--- config.mk ---
export PLATFORM = sky130hd
export DESIGN_NAME = spi_xfer_core
export DESIGN_NICKNAME = d
export VERILOG_FILES = /design/src/rtl/spi_xfer_core.sv
export SDC_FILE = /design/constraint.sdc
export NUM_CORES = 1
export LEC_CHECK = 0
export BUFFER_PORTS_ARGS = -buffer_cell sky130_fd_sc_hd__buf_4
export CORE_UTILIZATION = 27
export CTS_CLUSTER_SIZE = 25
export DETAILED_ROUTE_END_ITERATION = 8
export PLACE_DENSITY_LB_ADDON = 0.25
export SYNTH_ARGS = -nofsm -noshare
export SYNTH_HDL_FRONTEND = slang
export SYNTH_SLANG_ARGS = --single-unit
--- constraint.sdc ---
create_clock -name clk -period 5.8 [get_ports clk]
set_clock_uncertainty 0.15 [all_clocks]
set_input_delay 0.87 -clock clk [delete_from_list [all_inputs] [get_ports clk]]
set_output_delay 0.87 -clock clk [all_outputs]
set_load 0.1 [all_outputs]
--- src/rtl/spi_xfer_core.sv ---
module spi_xfer_core #(
  parameter int DIVW = 8
) (
  input  logic            clk,
  input  logic            rst_n,
  input  logic            cfg_host,
  input  logic            cfg_cpol,
  input  logic            cfg_cpha,
  input  logic            cfg_lsb_first,
  input  logic            cfg_addr_mode,
  input  logic [7:0]      cfg_addr,
  input  logic            cfg_ovf_immediate,
  input  logic            cfg_run_standby,
  input  logic [DIVW-1:0] cfg_baud,
  input  logic            standby_req,
  output logic            halted,
  input  logic [7:0]      tx_data,
  input  logic            tx_valid,
  output logic            tx_ready,
  output logic [7:0]      rx_data,
  output logic            rx_valid,
  input  logic            rx_ready,
  output logic            rx_ovf,
  output logic            sck_o,
  output logic            ss_n_o,
  output logic            mosi_o,
  input  logic            miso_i,
  input  logic            sck_i,
  input  logic            ss_n_i,
  input  logic            mosi_i,
  output logic            miso_o
);

  localparam int NB = 8;
  localparam int CW = $clog2(NB);
  localparam int TW = $clog2(2*NB+2);

  // client-side synchronisers
  logic [2:0] sck_s, ss_s;
  logic [1:0] mosi_s;
  always_ff @(posedge clk or negedge rst_n)
    if (!rst_n) begin
      sck_s <= '0; ss_s <= '1; mosi_s <= '0;
    end else begin
      sck_s <= {sck_s[1:0], sck_i};
      ss_s <= {ss_s[1:0], ss_n_i};
      mosi_s <= {mosi_s[0], mosi_i};
    end

  wire stop_req = standby_req & ~cfg_run_standby;
  wire c_rise = sck_s[1] & ~sck_s[2];
  wire c_fall = ~sck_s[1] & sck_s[2];
  wire c_start = ~cfg_host & ~stop_req & ~halted & ~ss_s[1] & ss_s[2];

  logic c_act, c_first, c_drop;
  wire c_live = c_act & ~ss_s[1];
  wire c_lead = c_live & (cfg_cpol ? c_fall : c_rise);
  wire c_trail = c_live & (cfg_cpol ? c_rise : c_fall);

  // host clock generator
  logic            h_busy, sck_q, ss_q;
  logic [DIVW-1:0] h_div;
  logic [TW-1:0]   h_tog;
  wire h_tick = h_busy && (h_div == cfg_baud);
  wire h_edge = h_tick && (h_tog != '0) && (h_tog <= TW'(2*NB));
  wire h_end = h_tick && (h_tog == TW'(2*NB+1));
  wire h_lead = h_edge && (sck_q == cfg_cpol);
  wire h_trail = h_edge && (sck_q != cfg_cpol);

  // shared shift datapath
  logic [CW-1:0] cnt;
  logic [7:0]    sh, rsh;
  wire lead = cfg_host ? h_lead : c_lead;
  wire trail = cfg_host ? h_trail : c_trail;
  wire smp = cfg_cpha ? trail : lead;
  wire shf = cfg_cpha ? lead : trail;
  wire din = cfg_host ? miso_i : mosi_s[1];
  wire [7:0] rnext = cfg_lsb_first ? {din, rsh[7:1]} : {rsh[6:0], din};
  wire done = smp && (cnt == CW'(NB-1));
  wire c_load = c_start | (c_live & done);
  wire dout = cfg_lsb_first ? sh[0] : sh[NB-1];

  assign tx_ready = cfg_host ? (~h_busy & ~halted & ~stop_req) : c_load;
  wire h_start = cfg_host & tx_valid & tx_ready;
  wire load = h_start | c_load;

  always_ff @(posedge clk or negedge rst_n)
    if (!rst_n) begin
      h_busy <= 1'b0; h_div <= '0; h_tog <= '0; sck_q <= 1'b0; ss_q <= 1'b1;
    end else begin
      if (h_start) begin
        h_busy <= 1'b1; h_div <= '0; h_tog <= '0; ss_q <= 1'b0;
      end else if (h_busy) begin
        if (h_tick) begin
          h_div <= '0;
          h_tog <= h_tog + 1'b1;
        end else h_div <= h_div + 1'b1;
        if (h_end) begin
          h_busy <= 1'b0; ss_q <= 1'b1;
        end
      end
      if (!h_busy) sck_q <= cfg_cpol;
      else if (h_edge) sck_q <= ~sck_q;
    end

  always_ff @(posedge clk or negedge rst_n)
    if (!rst_n) begin
      cnt <= '0; sh <= '0; rsh <= '0;
    end else begin
      if (h_start | c_start | done) cnt <= '0;
      else if (smp) cnt <= cnt + 1'b1;
      if (load) sh <= tx_valid ? tx_data : 8'h00;
      else if (shf && cnt != '0) sh <= cfg_lsb_first ? {1'b0, sh[7:1]} : {sh[6:0], 1'b0};
      if (smp) rsh <= rnext;
    end

  // client frame tracking
  always_ff @(posedge clk or negedge rst_n)
    if (!rst_n) begin
      c_act <= 1'b0; c_first <= 1'b0; c_drop <= 1'b0;
    end else begin
      if (cfg_host | stop_req | ss_s[1]) c_act <= 1'b0;
      else if (c_start) c_act <= 1'b1;
      if (c_start) begin
        c_first <= 1'b1; c_drop <= 1'b0;
      end else if (c_live & done) begin
        c_first <= 1'b0;
        if (cfg_addr_mode && c_first && rnext != cfg_addr) c_drop <= 1'b1;
      end
    end

  // receive buffer and overflow
  wire deliver = done & (cfg_host | (c_live & ~c_drop & ~(cfg_addr_mode & c_first)));
  wire rd = rx_valid & rx_ready;
  wire ovf_ev = deliver & rx_valid & ~rx_ready;
  logic ovf_pend;

  always_ff @(posedge clk or negedge rst_n)
    if (!rst_n) begin
      rx_data <= '0; rx_valid <= 1'b0; ovf_pend <= 1'b0; rx_ovf <= 1'b0;
    end else begin
      if (deliver & ~ovf_ev) begin
        rx_data <= rnext; rx_valid <= 1'b1;
      end else if (rd) rx_valid <= 1'b0;
      if (ovf_ev & ~cfg_ovf_immediate) ovf_pend <= 1'b1;
      else if (rd) ovf_pend <= 1'b0;
      rx_ovf <= (ovf_ev & cfg_ovf_immediate) | (rd & ovf_pend & ~cfg_ovf_immediate);
    end

  // standby
  always_ff @(posedge clk or negedge rst_n)
    if (!rst_n) halted <= 1'b0;
    else if (!stop_req) halted <= 1'b0;
    else if (!cfg_host || !h_busy || h_end) halted <= 1'b1;

  assign sck_o = cfg_host ? sck_q : cfg_cpol;
  assign ss_n_o = ss_q;
  assign mosi_o = cfg_host & dout;
  assign miso_o = c_live & dout;

  p_sck_idle_r2: assert property (@(posedge clk) disable iff (!rst_n)
    (cfg_host && ss_n_o) |=> (!cfg_host || !ss_n_o || sck_o == $past(cfg_cpol)));

  p_rx_hold_r8: assert property (@(posedge clk) disable iff (!rst_n)
    (rx_valid && !rx_ready) |=> (rx_valid && $stable(rx_data)));

  p_ovf_now_r9: assert property (@(posedge clk) disable iff (!rst_n)
    ($past(cfg_ovf_immediate) && rx_ovf) |-> $past(rx_valid && !rx_ready));

  p_ovf_read_r10: assert property (@(posedge clk) disable iff (!rst_n)
    (!$past(cfg_ovf_immediate) && rx_ovf) |-> $past(rx_valid && rx_ready));

  p_client_halt_r11: assert property (@(posedge clk) disable iff (!rst_n)
    (!cfg_host && halted) |-> !miso_o);

  p_host_halt_r12: assert property (@(posedge clk) disable iff (!rst_n)
    (cfg_host && halted && $past(halted)) |-> ss_n_o);

endmodule

==> summary.txt <==
Worst Setup SP - cfg_baud[1]
Setup crit start kind - primary input
Max VDD drop - 0.0001385 V
Dpl cells - 478
Finished Core Util - 35.48%
Hold Path Depth - 0
Initial Utilization - 27.62%
Combinational share of power - 26.4%
Sink Count - 58
Final Hold Fails - 0
Maxcap violations - 0
CP max stage delay - 400 ps
First-pass GRT wire length - 11.48 mm
First DRT Iteration DRCs - 54
Ranking of synthesized cells by area - dfrtp_1, mux2i_1, mux2_2
Xor and xnor fraction of the mapped netlist area - 8.568%
Total of cells resized after clock tree synthesis - 0
Syn Nets - 334
Max_slew headroom - 25.80%
Tightest Pin Transition - 1104 ps
ANT nets after route - 0
Main combinational cell family by area after synthesis - simple AND/OR/NAND/NOR gates
DPL Wire Length - 4.949 mm
Fmax - 244.8 MHz
Final Power - 1.589 mW
Crit path cell chain - buf_4 -> xnor2_1 -> nand4_2 -> nor4_2 -> o32ai_2 -> buf_4 -> or3_1 -> a21oi_1 -> a21o_1 -> buf_4
Gpl congestion - 0.7625
Die Ht - 110.1 um
Syn avg cell area - 10.99 sq um
RSZ-0062 raised after global routing - false
Worst slack, placed - 1696 ps
WP buf/inv - 3
Layout cell share with drive strength beyond 1 - 30.48%
Crit. path cell count - 10
Clk buf depth - 2
Area of the mapped netlist - 3154 sq um
Global-route usage over all layers - 12.77%
CP max-delay cell - or3_1
Delay-heaviest family, CP - simple AND/OR/NAND/NOR gates
Lkg Pwr - 1.862 nW
Synth-to-Final Area Change - 28.44%
Nets - 393
Fraction of registers with async set/reset - 100.0%
Clock power share - 36.7%
Post-synth top area cell - dfrtp_1
Die Span X - 110.1 um
Multi-input logic area - 1624 sq um
Cell Pwr Density - 392.2 nW/um^2
Final wirelength - 6.827 mm
Critical R2R Launch - h_tog[0]
Switching share of total power - 31.70%
Reg2reg setup slack - 2730 ps
Worst Path Arrival - 3060 ps
Largest fanout on the critical path - 21
Design area - 4051 sq um
Diode count - 0
FP Rows - 39
I/O Buffers - 55
Synth Instances - 287
H-tree Lvls - 3
Non-Filler Instances - 494
Internal cell power - 1.085 mW
Via count - 2265
Pins over their slew limit - 0
Global route overflow - 0
Root Driver - clkbuf_16
WHS Endpoint - mosi_s[1]
Hold Crit Class - flop to flop
Fillers - 1188
CP most frequent cell - buf_4
Status - finished clean
Initial antenna violation count - 0
Critical Setup Path Class - primary input to primary output
Post-Synth Simple-Gate Area - 17.26%
Die ar. - 12120 sq um
TritonRoute pass-1 iters - 5
Proportion of synthesized area in mux cells - 16.58%
CTS tree - done
Largest net degree at the start of global routing - 59
Compound-gate portion of the synthesized area - 6.307%
Worst Reg-to-Reg Cells - 9
Critical R2R Capture - rx_data[3]
Setup ws final - 1715 ps
Post-CTS Setup Bufs - 0
Count of state elements after synthesis - 58
Register share of total power - 36.9%
Tcrit/Tclk final - 70.43%
Core Area - 11420 sq um
CTS buffer count - 9
Cts hold-fix bufs - 0
Seq/Total Area, Yosys - 46.17%
Synth top area share - 42.84%
CP endpoint kind - primary output
Post-synthesis adder-cell area fraction - 2.777%
Worst hold slack - 194.6 ps
Worst-path clk slew - 50 ps
Sequential cell area - 1456 sq um
Required @ worst endpoint - 4780 ps
Dpl cell area - 3721 sq um
Routed wire length per instance - 13.82 um
Vias in the first global route - 2336
Final setup vio count - 0
Top_reg_cell synth - dfrtp_1
Setup TNS - 0 ps
Synth cell types - 45
Yosys warns - 0
Tmin final - 4085 ps
Switch Pwr - 0.5037 mW
DRC - 0
Clk Latency, worst-skew pair - 320 ps
Top Ports - 56
HP Start - mosi_s[0]
Post-synth EDFFs - 0
Vias per cell - 4.585
sequential cells by signal, summed over array words and instances, names as in the netlist, 2 cells and up:
signal	cells
h_div	8
h_tog	5
mosi_s	2
sck_s	3
cnt	3
sh	8
ss_s	3
rsh	8
rx_data	8
cell type report:
cell class / instances / share of cell area, %
flip-flops and latches: 58 / 35.95
multi-input cells: 210 / 40.09
inverters: 11 / 1.019
repair buffers: 56 / 10.38
clock inverters: 4 / 1.822
clock buffers: 12 / 6.331
well taps: 143 / 4.416
worst max-delay path by stage:
stage / endpoint
2_1_floorplan: miso_o
3_3_place_gp: tx_ready
3_5_place_dp: tx_ready
4_1_cts: tx_ready
5_1_grt: tx_ready
6_report: tx_ready
worst register-to-register path, delay by kind of cell (launching register included):
family | cells | cell delay [ps]
xor+xnor | 1 | 200
fa+ha+maj | 1 | 130
flops | 1 | 430
simple gates | 3 | 1270
buf+inv | 2 | 300
mux | 1 | 350
compound gates | 1 | 130
cells by family after synthesis:
| family | Yosys count |
|---|---|
| and+or+nand+nor | 97 |
| DFF | 58 |
| muxes | 48 |
| xor gates and xnor gates | 30 |
| AOI/OAI and AO/OA | 28 |
| buffers and inverters | 19 |
| adders and majority gates | 7 |
synth_stat cells, drive strengths merged (7+ instances only):
| library cell | instances |
|---|---|
| dfrtp | 54 |
| xor2 | 15 |
| nor2 | 23 |
| nand2 | 23 |
| inv | 11 |
| mux2 | 22 |
| mux2i | 26 |
| nand3 | 7 |
| ha | 7 |
| xnor2 | 15 |
| a21oi | 12 |
| nand4 | 7 |
cell usage in the layout, fill, tap and decap left out, types with 3 or more instances in the layout:
master / instances
and3_1: 3
nand3_1: 5
o21ai_0: 5
nand2_1: 23
xor2_1: 15
nor2_1: 23
inv_1: 11
nand3b_1: 3
nand4_1: 6
ha_1: 7
xnor2_1: 14
nor3_1: 6
nor2b_1: 4
nor3b_1: 6
dfstp_2: 4
dfrtp_1: 54
mux2i_1: 26
a21oi_1: 12
nand2b_1: 4
mux2_4: 4
mux2_2: 18
clkbuf_16: 9
buf_4: 56
layer usage:
metal | wire length, um | track usage, % | vias up
met4 | 95 | 5.905 | 0
met3 | 330 | 3.645 | 8
met2 | 3181 | 19.87 | 39
li1 | - | - | 1127
met1 | 3219 | 16.34 | 1091
met5 | 0 | 0 | -
power groups by stage:
stage	combinational, mW	clock (mW)	sequential, mW
after floorplan	0.306	0	0.594
after global placement	0.417	0	0.593
after detailed placement	0.426	0	0.593
after CTS	0.428	0.602	0.587
after global routing	0.468	0.620	0.603
final	0.419	0.584	0.586
Note: power is estimated with default switching activity, not from simulation.
